==> src/rtl/vlset_pkg.sv <==
package vlset_pkg;
   typedef enum logic [1:0] {
      SRC_REG = 2'd0,
      SRC_CTR = 2'd1,
      SRC_IMM = 2'd2
   } len_src_e;

   typedef struct packed {
      logic eq;
      logic ge;
      logic so;
   } cr_bits_t;
endpackage

==> src/rtl/vlset_src_sel.sv <==
module vlset_src_sel
   import vlset_pkg::*;
#(
   parameter int XLEN  = 64,
   parameter int IMM_W = 7,
   parameter int SEL_W = 5
) (
   input  logic [IMM_W-1:0] imm,
   input  logic [SEL_W-1:0] ra_sel,
   input  logic [SEL_W-1:0] rt_sel,
   input  logic [XLEN-1:0]  ra_value,
   input  logic [XLEN-1:0]  ctr_value,
   output logic [XLEN-1:0]  req_len,
   output len_src_e         src
);
   localparam int LEN_W = IMM_W + 1;

   logic [LEN_W-1:0] imm_len;
   assign imm_len = {1'b0, imm} + LEN_W'(1);

   always_comb begin
      if (ra_sel != '0)      src = SRC_REG;
      else if (rt_sel != '0) src = SRC_CTR;
      else                   src = SRC_IMM;
   end

   always_comb begin
      unique case (src)
         SRC_REG: req_len = ra_value;
         SRC_CTR: req_len = ctr_value;
         default: req_len = {{(XLEN-LEN_W){1'b0}}, imm_len};
      endcase
   end
endmodule

==> src/rtl/vlset_clamp.sv <==
module vlset_clamp #(
   parameter int XLEN = 64,
   parameter int VL_W = 8
) (
   input  logic [XLEN-1:0] req_len,
   input  logic [VL_W-1:0] limit,
   output logic [VL_W-1:0] len,
   output logic            over
);
   generate
      if (XLEN > VL_W) begin : g_wide
         logic hi_set;
         assign hi_set = |req_len[XLEN-1:VL_W];
         assign over   = hi_set || (req_len[VL_W-1:0] > limit);
         assign len    = over ? limit : req_len[VL_W-1:0];
      end else begin : g_narrow
         logic [VL_W-1:0] req_ext;
         assign req_ext = VL_W'(req_len);
         assign over    = req_ext > limit;
         assign len     = over ? limit : req_ext;
      end
   endgenerate
endmodule

==> src/rtl/vlset_cr_gen.sv <==
module vlset_cr_gen
   import vlset_pkg::*;
#(
   parameter int VL_W = 8
) (
   input  logic [VL_W-1:0] vl_res,
   input  logic            clamped,
   output cr_bits_t        cr
);
   always_comb begin
      cr.eq = (vl_res == '0);
      cr.ge = (vl_res != '0);
      cr.so = clamped;
   end
endmodule

==> src/rtl/vlset_unit.sv <==
module vlset_unit
   import vlset_pkg::*;
#(
   parameter int XLEN  = 64,
   parameter int IMM_W = 7,
   parameter int SEL_W = 5,
   parameter int VL_W  = 8
) (
   input  logic             clk,
   input  logic             rst_n,
   input  logic             op_valid,
   input  logic [IMM_W-1:0] op_imm,
   input  logic             op_vs,
   input  logic             op_vf,
   input  logic             op_ms,
   input  logic [SEL_W-1:0] op_ra_sel,
   input  logic [SEL_W-1:0] op_rt_sel,
   input  logic             op_rc,
   input  logic [XLEN-1:0]  ra_value,
   input  logic [XLEN-1:0]  ctr_value,
   output logic             res_valid,
   output logic [XLEN-1:0]  res_rt,
   output logic             cr_wr,
   output logic             cr_eq,
   output logic             cr_ge,
   output logic             cr_so,
   output logic [VL_W-1:0]  mvl_out,
   output logic [VL_W-1:0]  vl_out,
   output logic             vfirst_out
);
   localparam int LEN_W = IMM_W + 1;

   generate
      if (VL_W < LEN_W) begin : g_chk_vl
         $error("VL_W too narrow for the immediate length");
      end
      if (XLEN <= LEN_W) begin : g_chk_xlen
         $error("XLEN must exceed the immediate length width");
      end
   endgenerate

   logic [VL_W-1:0] mvl_q, vl_q;
   logic            vf_q, res_valid_q, cr_wr_q;
   logic [XLEN-1:0] res_rt_q;
   cr_bits_t        cr_q;

   logic [XLEN-1:0] req_len;
   len_src_e        src;
   logic [VL_W-1:0] mvl_nxt, clamp_len, vl_nxt;
   logic            over, clamped;
   cr_bits_t        cr_nxt;

   vlset_src_sel #(.XLEN(XLEN), .IMM_W(IMM_W), .SEL_W(SEL_W)) u_src (
      .imm(op_imm), .ra_sel(op_ra_sel), .rt_sel(op_rt_sel),
      .ra_value(ra_value), .ctr_value(ctr_value),
      .req_len(req_len), .src(src)
   );

   // MVL after this operation bounds the new VL
   assign mvl_nxt = op_ms ? VL_W'({1'b0, op_imm} + LEN_W'(1)) : mvl_q;

   vlset_clamp #(.XLEN(XLEN), .VL_W(VL_W)) u_clamp (
      .req_len(req_len), .limit(mvl_nxt), .len(clamp_len), .over(over)
   );

   assign vl_nxt  = op_vs ? clamp_len : vl_q;
   assign clamped = op_vs && over;

   vlset_cr_gen #(.VL_W(VL_W)) u_cr (
      .vl_res(vl_nxt), .clamped(clamped), .cr(cr_nxt)
   );

   always_ff @(posedge clk or negedge rst_n) begin
      if (!rst_n) begin
         mvl_q       <= '0;
         vl_q        <= '0;
         vf_q        <= 1'b0;
         res_valid_q <= 1'b0;
         cr_wr_q     <= 1'b0;
         res_rt_q    <= '0;
         cr_q        <= '0;
      end else begin
         res_valid_q <= op_valid;
         if (op_valid) begin
            if (op_ms) mvl_q <= mvl_nxt;
            if (op_vs) vl_q  <= vl_nxt;
            if (op_vs || op_ms || op_vf) vf_q <= op_vf;
            res_rt_q <= {{(XLEN-VL_W){1'b0}}, vl_nxt};
            cr_wr_q  <= op_rc;
            cr_q     <= cr_nxt;
         end
      end
   end

   assign res_valid  = res_valid_q;
   assign res_rt     = res_rt_q;
   assign cr_wr      = res_valid_q && cr_wr_q;
   assign cr_eq      = cr_q.eq;
   assign cr_ge      = cr_q.ge;
   assign cr_so      = cr_q.so;
   assign mvl_out    = mvl_q;
   assign vl_out     = vl_q;
   assign vfirst_out = vf_q;

   p_strobe_r10: assert property (@(posedge clk) disable iff (!rst_n)
      op_valid |=> res_valid);
   p_single_r10: assert property (@(posedge clk) disable iff (!rst_n)
      !op_valid |=> !res_valid);
   p_mvl_load_r2: assert property (@(posedge clk) disable iff (!rst_n)
      (op_valid && op_ms) |=> (mvl_out == VL_W'({1'b0, $past(op_imm)}) + VL_W'(1)));
   p_bound_r4: assert property (@(posedge clk) disable iff (!rst_n)
      (op_valid && op_vs) |=> (vl_out <= mvl_out));
   p_hold_r8: assert property (@(posedge clk) disable iff (!rst_n)
      (op_valid && !op_vs && !op_ms && !op_vf)
      |=> ($stable(vl_out) && $stable(mvl_out) && $stable(vfirst_out)));
   p_eqge_r6: assert property (@(posedge clk) disable iff (!rst_n)
      cr_wr |-> (cr_eq != cr_ge));
   p_rt_r10: assert property (@(posedge clk) disable iff (!rst_n)
      res_valid |-> (res_rt == {{(XLEN-VL_W){1'b0}}, vl_out}));
endmodule

==> config.mk <==
export PLATFORM = sky130hd
export DESIGN_NAME = vlset_unit
export DESIGN_NICKNAME = d
export VERILOG_FILES = /design/src/rtl/vlset_pkg.sv /design/src/rtl/vlset_src_sel.sv /design/src/rtl/vlset_clamp.sv /design/src/rtl/vlset_cr_gen.sv /design/src/rtl/vlset_unit.sv
export SDC_FILE = /design/constraint.sdc
export NUM_CORES = 1
export LEC_CHECK = 0
export ABC_AREA = 1
export BUFFER_PORTS_ARGS = -buffer_cell sky130_fd_sc_hd__buf_2
export CAP_MARGIN = 20
export CORE_AREA = 2 2 92 94
export CTS_CLUSTER_SIZE = 30
export DETAILED_ROUTE_END_ITERATION = 8
export DIE_AREA = 0 0 94 96
export PLACE_DENSITY = 0.87
export SYNTH_ARGS = -nofsm -noshare
export SYNTH_HDL_FRONTEND = slang
export SYNTH_SLANG_ARGS = --single-unit
==> constraint.sdc <==
create_clock -name clk -period 3.05 [get_ports clk]
set_input_delay 0.305 -clock clk [delete_from_list [all_inputs] [get_ports clk]]
set_output_delay 0.305 -clock clk [all_outputs]
set_load 0.05 [all_outputs]
==> reports/qor.csv, run 1 <==
stage;metric;value;unit
min_path;min_path_type;primary input to asynchronous set/reset pin;
sta;hold_viol;0;
worst_setup_path;r2r_cells;18;
pwr;fin_total_pwr;1.724;mW
clock_network;cts.path.max_buffers;2;
routing;viasPerCell;4.455;
placement;routabilityCongestion;0.9392;
clock_network;clkSinkCount;30;
floorplanning;top_level_ports;238;
sta;max_freq;354.3;MHz
sta;fin_crit_sh;92.55;%
sta;timing.slew.headroom;55.44;%
pwr;p_per_area;420.6;mW/mm2
sta;setup_tns;0;ps
clock_network;clk_pin_slew;60;ps
worst_setup_path;crit_fanout;8;
clock_network;h-tree-depth;2;
synthesis;synth_area;0.002935;mm2
clock_network;clock-root-buffer;clkbuf_8;
floorplanning;num_rows;33;
status;status;finished clean;
floorplanning;core;0.008051;mm2
pwr;sw_frac_of_total;42.13;%
sta;fin_worst_skew;4.597;ps
global_routing;track_usage;19.45;%
worst_setup_path;path_class;primary input to flip-flop;
finish;regArea;750.7;um2
routing;first_pass_iters;5;
sta;holdWs;55.98;ps
floorplanning;fp.dieH;96;um
floorplanning;start_util;36.46;%
synthesis;synth_ff_type;dfrtp_1;
pwr;internal_power;0.9975;mW
floorplanning;fp.dieW;94;um
pwr;power_leakage;2.412;nW
sta;slew_viol_final;0;
worst_setup_path;critPathLaunch;op_ra_sel[1];
worst_setup_path;regToRegSetupSlack;510;ps
placement;dpl.hpwl;7501;um
routing;vias;3399;
worst_setup_path;setup.worst_path.end_class;flip-flop;
synthesis;synth-edff-count;0;
synthesis;ys_warn_count;0;
finish;finalNetCount;818;
pwr;clockPowerShare;28.9;%
sta;tightest_slew;668.4;ps
finish;area_growth;39.60;%
global_routing;grt_overflow_total;0;
worst_setup_path;required;3220;ps
sta;setup_ws;227.2;ps
clock_network;clkLatencyLatePin;280;ps
pwr;pwr-share-seq;28.0;%
synthesis;synthArstFlopShare;100.0;%
worst_setup_path;setup.worst_path.end;cr_ge;
synthesis;syn_inst;460;
global_routing;grt_pass1_wl;13910;um
routing;wl_per_cell;11.62;um
worst_setup_path;reg2reg_to;cr_ge;
worst_setup_path;worst_ep_arrival_time;2990;ps
routing;drcViolationCount;0;
finish;diodes;0;
synthesis;ys_seq_area_share;25.58;%
worst_setup_path;r2r-start;mvl_out[1];
finish;multiInputGateArea;0.001853;mm2
finish;fill_cells;834;
clock_network;cts_tree;done;
routing;ant_nets;0;
pwr;ir_drop;0.2497;mV
placement;post-place-ws;-83.40;ps
routing;drt-initial-drc-count;146;
synthesis;synth_seq_cells;30;
worst_setup_path;startpoint_type;primary input;
sta;setup_viol;0;
finish;layout-drive-gt1-share;37.54;%
sta;fin_crit;2823;ps
floorplanning;fp.dieArea;0.009024;mm2
clock_network;cts_made_buffers;5;
pwr;power_frac_comb;43.1;%
synthesis;synth.avg_cell_area;6.381;um2
routing;routed_wl;8869;um
global_routing;grt_max_degree;31;
synthesis;ys_types;35;
placement;io_buffer_count;181;
global_routing;grt_pass1_vias;3183;
global_routing;antenna_found_initial;0;
pwr;p_switching;0.7261;mW
job;drv_cap;0;
how the worst min path moves through the flow:
stage / start / to / slack (ps)
final: rst_n / res_valid / 60
after global routing: rst_n / res_rt[7] / 100
after CTS: rst_n / vl_out[7] / 70
after detailed placement: rst_n / res_rt[4] / 370
after global placement: rst_n / res_rt[4] / 370
after floorplan: rst_n / cr_eq / 9
cells by family (layout without fill, tap and decap cells):
logic type | Yosys count | count (layout) | share of synthesized area [%]
xor+xnor | 1 | 1 | 0.2984
simple gates | 249 | 249 | 37.26
fa+ha+maj | 9 | 9 | 3.836
flops | 30 | 30 | 25.58
buf+inv | 112 | 255 | 21.87
other cells | 1 | 56 | 0.1278
compound gates | 58 | 58 | 11.04
stage by stage:
step	area, um2	utilization, %	cells
6_report	4098	50.89	763
5_1_grt	4098	50.89	763
4_1_cts	3949	49.04	757
3_5_place_dp	3806	47.27	749
3_3_place_gp	3806	47.27	749
2_1_floorplan	3142	-	515
cells in the mapped netlist (2+ instances only):
cell      count  area, um2
clkbuf_1      5      18.77
o21ai_0      25      125.1
inv_1        45      168.9
nand3_2       7      70.07
o221ai_1      4      35.03
nand3_1      16      80.08
nor2_8        2      40.04
nand2_4       2      22.52
o21ai_1       7      35.03
dfrtp_1      30      750.7
buf_4        56      420.4
ha_1          9      112.6
and2_1        2      12.51
nand2_1     117      439.2
inv_2         2      7.510
a31oi_1       8      50.05
nor2_2        2      12.51
nor2_1       94      352.8
a21oi_1      11      55.05
layout make-up:
| type | instances | area share (%) |
|---|---|---|
| clock inverters | 2 | 1.466 |
| well taps | 105 | 3.206 |
| multi-input cells | 373 | 45.22 |
| inverters | 49 | 4.550 |
| repair buffers | 198 | 25.22 |
| clock buffers | 6 | 2.015 |
| flip-flops and latches | 30 | 18.32 |
state kept, by name, summed over array words and instances, names as in the netlist:
signal and flops:
res_rt 8, res_valid 1, cr_eq 1, cr_ge 1, vl_out 8, cr_so 1, vfirst_out 1, mvl_out 8
cr_wr_q 1
cells in the final DEF, fill, tap and decap left out, types with 9 or more instances in the layout:
cell type / netlist / layout
a21oi_1: 11 / 9
conb_1: 1 / 56
nand2_1: 117 / 112
buf_4: 56 / 17
nand3_2: 7 / 12
nand3_1: 16 / 10
o21ai_0: 25 / 24
buf_2: 1 / 181
dfrtp_1: 30 / 30
inv_1: 45 / 44
nor2_1: 94 / 90
what timing repair did:
item / in CTS / in global routing
hold buffers: 0 / 0
setup buffers: 0 / 6
gates resized for setup: 0 / 27
endpoints found under the setup margin: 0 / 16
layer usage:
metal | vias to the layer above | share of wire, % | wire (um) | global-route usage (%)
li1 | 1729 | - | - | -
met3 | 18 | 8.0 | 706 | 4.542
met1 | 1488 | 41 | 3672 | 23.53
met5 | - | 0 | 0 | 0
met4 | 0 | 2.3 | 201 | 7.005
met2 | 164 | 48 | 4288 | 33.87
power groups by stage:
stage               Clock (mW)  Sequential (mW)  Combinational (mW)
global route             0.521            0.490               0.806
floorplan                    0            0.659               0.384
detailed placement           0            0.489               0.720
global placement             0            0.488               0.713
CTS                      0.503            0.482               0.722
finish                   0.498            0.483               0.742
worst max-delay path, stage by stage:
cell,delay [ps]
buf_2,110
nor2_4,130
nand2_1,90
nor2_4,170
nand2_4,90
o221ai_1,260
inv_1,90
ha_1,290
nand2_1,100
nor2_4,120
buf_4,110
nand2_1,70
a21oi_2,170
inv_2,60
nand2_4,120
buf_4,130
o21ai_1,60
nand3_2,100
nand2_1,50
nor2_1,100
nand2_1,80
o21ai_1,110
nand2_1,50
No activity file was read; power rests on OpenSTA's default activity.
==> inputs of run 2 (changes only) <==
--- a/config.mk
+++ b/config.mk
@@ -8,11 +8,12 @@
 export ABC_AREA = 1
 export BUFFER_PORTS_ARGS = -buffer_cell sky130_fd_sc_hd__buf_2
 export CAP_MARGIN = 20
-export CORE_AREA = 2 2 92 94
+export CORE_MARGIN = 2
+export CORE_UTILIZATION = 44
 export CTS_CLUSTER_SIZE = 30
 export DETAILED_ROUTE_END_ITERATION = 8
-export DIE_AREA = 0 0 94 96
-export PLACE_DENSITY = 0.87
+export PLACE_DENSITY = 0.94
 export SYNTH_ARGS = -nofsm -noshare
 export SYNTH_HDL_FRONTEND = slang
+export SYNTH_HIERARCHICAL = 1
 export SYNTH_SLANG_ARGS = --single-unit
==> run 2 against run 1 <==
Power is 3.6% lower. First-iteration DRC count up 81%. Cell count grew 23%. Die area grew 1.8%. Wire length up 27%. Critical path type unchanged. Highest routed layer is now met5.
==> reports/qor.csv, run 2 <==
stage;metric;value;unit;change
sta;max_freq;337.6;MHz;-4.7%
floorplanning;start_util;45.17;%;+8.7 points
finish;layout-drive-gt1-share;30.69;%;-6.9 points
synthesis;synthTopCellsByCount;nand2_1 (294), inv_1 (71), buf_4 (59);;
pwr;p_per_area;350.7;mW/mm2;-17%
sta;setup_ws;87.56;ps;-139.6 ps
sta;timing.slew.headroom;56.18;%;+0.74 points
routing;wl_per_cell;12.02;um;+3.4%
worst_setup_path;path_class;primary input to flip-flop;;
finish;fin_cells;938;;+23%
sta;slew_viol_final;0;;unchanged
floorplanning;fp.dieH;95.84;um;-0.17%
finish;fin_area;0.004740;mm2;+16%
worst_setup_path;setup.worst_path.end_class;flip-flop;;
clock_network;hold_buffers;0;;unchanged
synthesis;ys_seq_area_share;20.23;%;-5.3 points
clock_network;cts.path.max_buffers;2;;unchanged
global_routing;track_usage;23.67;%;+4.2 points
synthesis;synth_ff_type;dfrtp_1;;
status;status;finished clean;;
job;drv_cap;0;;unchanged
synthesis;synthArstFlopShare;100.0;%;unchanged
synthesis;synth-edff-count;0;;unchanged
routing;drcViolationCount;0;;unchanged
clock_network;clkLatencyLatePin;280;ps;about the same
routing;first_pass_iters;8;;+3
synthesis;synth.most_common_cell;nand2_1;;
worst_setup_path;crit_fanout;9;;+1
placement;dp_cells;925;;+23%
finish;finalNetCount;992;;+21%
routing;vias;4350;;+28%
pwr;power_leakage;2.945;nW;+22%
routing;routed_wl;11280;um;+27%
sta;holdWs;50.39;ps;-5.591 ps
sta;hold_viol;0;;unchanged
synthesis;synth_seq_cells;30;;unchanged
clock_network;h-tree-depth;2;;unchanged
finish;area_growth;27.71;%;
clock_network;cts_made_buffers;5;;unchanged
sta;fin_crit;2962;ps;+139.6 ps
synthesis;yosys-top-cells-area;nand2_1 (30%), dfrtp_1 (20%), buf_4 (12%), inv_1 (7.2%), nand3_1 (5.3%);;
floorplanning;num_rows;33;;unchanged
synthesis;yosysTopAreaCellShare;29.74;%;+4.2 points
placement;routabilityCongestion;0.9156;;-2.5%
placement;place_area;0.004539;mm2;+19%
worst_setup_path;startpoint_type;primary input;;
pwr;ir_drop;0.2354;mV;-5.7%
synthesis;ys_warn_count;6;;+6
clock_network;cts_tree;done;;
placement;dpl.hpwl;9259;um;+23%
synthesis;syn_inst;644;;+40%
finish;layout_commonest_cell;nand2_1;;
routing;viasPerCell;4.638;;+4.1%
worst_setup_path;required;3210;ps;about the same
finish;final_util;57.68;%;+6.8 points
synthesis;synth_area;0.003711;mm2;+26%
floorplanning;fp.dieW;95.84;um;+2.0%
pwr;fin_total_pwr;1.662;mW;-3.6%
global_routing;grt_max_degree;52;;+68%
placement;io_buffer_count;181;;unchanged
routing;drt-initial-drc-count;264;;+81%
sta;setup_viol;0;;unchanged
synthesis;synth.avg_cell_area;5.763;um2;-9.7%
synthesis;synth_top_area_cell;nand2_1;;
sta;fin_worst_skew;3.124;ps;-1.473 ps
min_path;min_path_type;primary input to asynchronous set/reset pin;;
clock_network;clock-root-buffer;clkbuf_8;;
global_routing;grt_pass1_vias;3924;;+23%
floorplanning;top_level_ports;238;;unchanged
global_routing;antenna_found_initial;1;;+1
synthesis;ys_types;33;;-5.7%
clock_network;clk_pin_slew;60;ps;about the same
placement;post-place-ws;-88.88;ps;-5.483 ps
floorplanning;core;0.008217;mm2;+2.1%
global_routing;grt_overflow_total;0;;unchanged
sta;tightest_slew;657.3;ps;-11.06 ps
worst_setup_path;worst_ep_arrival_time;3130;ps;+140 ps
finish;fill_cells;807;;-3.2%
sta;setup_tns;0;ps;unchanged
finish;final_cell_mix;nand2_1 (293), buf_2 (181), inv_1 (71);;
clock_network;clkSinkCount;30;;unchanged
sta;fin_crit_sh;97.13;%;+4.6 points
floorplanning;fp.dieArea;0.009185;mm2;+1.8%
routing;ant_nets;0;;unchanged
global_routing;grt_pass1_wl;17250;um;+24%
## run 2: power by group
group          switching (mW)  internal, mW
sequential             0.0301         0.448
clock                   0.143         0.182
combinational           0.618         0.242
total                   0.791         0.871
## run 2: layout make-up
type / count / area [um2] / area share [%]
multi-input cells: 518 / 2395 / 50.53
repair buffers: 200 / 1085 / 22.89
flip-flops and latches: 30 / 750.7 / 15.84
inverters: 75 / 281.5 / 5.940
well taps: 105 / 131.4 / 2.772
clock buffers: 7 / 86.33 / 1.822
clock inverters: 1 / 5.005 / 0.1056
diodes: 2 / 5.005 / 0.1056
## run 2: per-layer routing
layer	routed length, um	global-route usage (%)	vias to the layer above
li1	-	-	2210
met1	4620	28.14	1884
met2	5371	40.85	207
met3	872	5.717	47
met4	397	9.643	2
met5	12	0	-
## run 2: what timing repair did
action | 4_1_cts | 5_1_grt
buffers inserted | 0 | 2
resized for setup | 0 | 19
endpoints found under the setup margin | 0 | 2
## run 2: critical path, stage by stage
cell,delay [ps]
buf_2,150
buf_4,140
nand3_2,110
o21bai_1,250
nand3_1,130
nand2_2,110
inv_1,50
ha_1,310
nand2_1,70
nor2_2,100
nand4_1,190
nand2_4,150
nand2_4,90
nand2_1,80
nand2_1,60
nand2_1,70
o21ai_2,80
inv_1,110
nand2_1,80
nor2_1,140
nand2_1,70
mux2_1,280
## run 2: worst paths after layout
path | to | slack [ps] | start | depth (start not counted)
hold reg to reg | cr_wr_q | 490 | cr_wr_q | 1
min in group clk | vfirst_out | 230 | op_vf | 3
max in group asynchronous | mvl_out[1] | 2570 | rst_n | 1
hold / removal | vl_out[1] | 50 | rst_n | 1
setup / recovery | cr_ge | 90 | op_imm[0] | 22
setup reg to reg | cr_ge | 180 | mvl_out[1] | 20
## run 2: kinds of logic after synthesis
kind of cell	after synthesis	synth area share [%]
AND/OR/NAND/NOR	402	44.30
buffers and inverters	152	23.03
AO/OA/AOI/OAI	39	6.339
flip-flops	30	20.23
adder cells (fa/ha/maj)	10	3.372
XOR/XNOR	6	1.416
multiplexers	4	1.214
other	1	0.1010
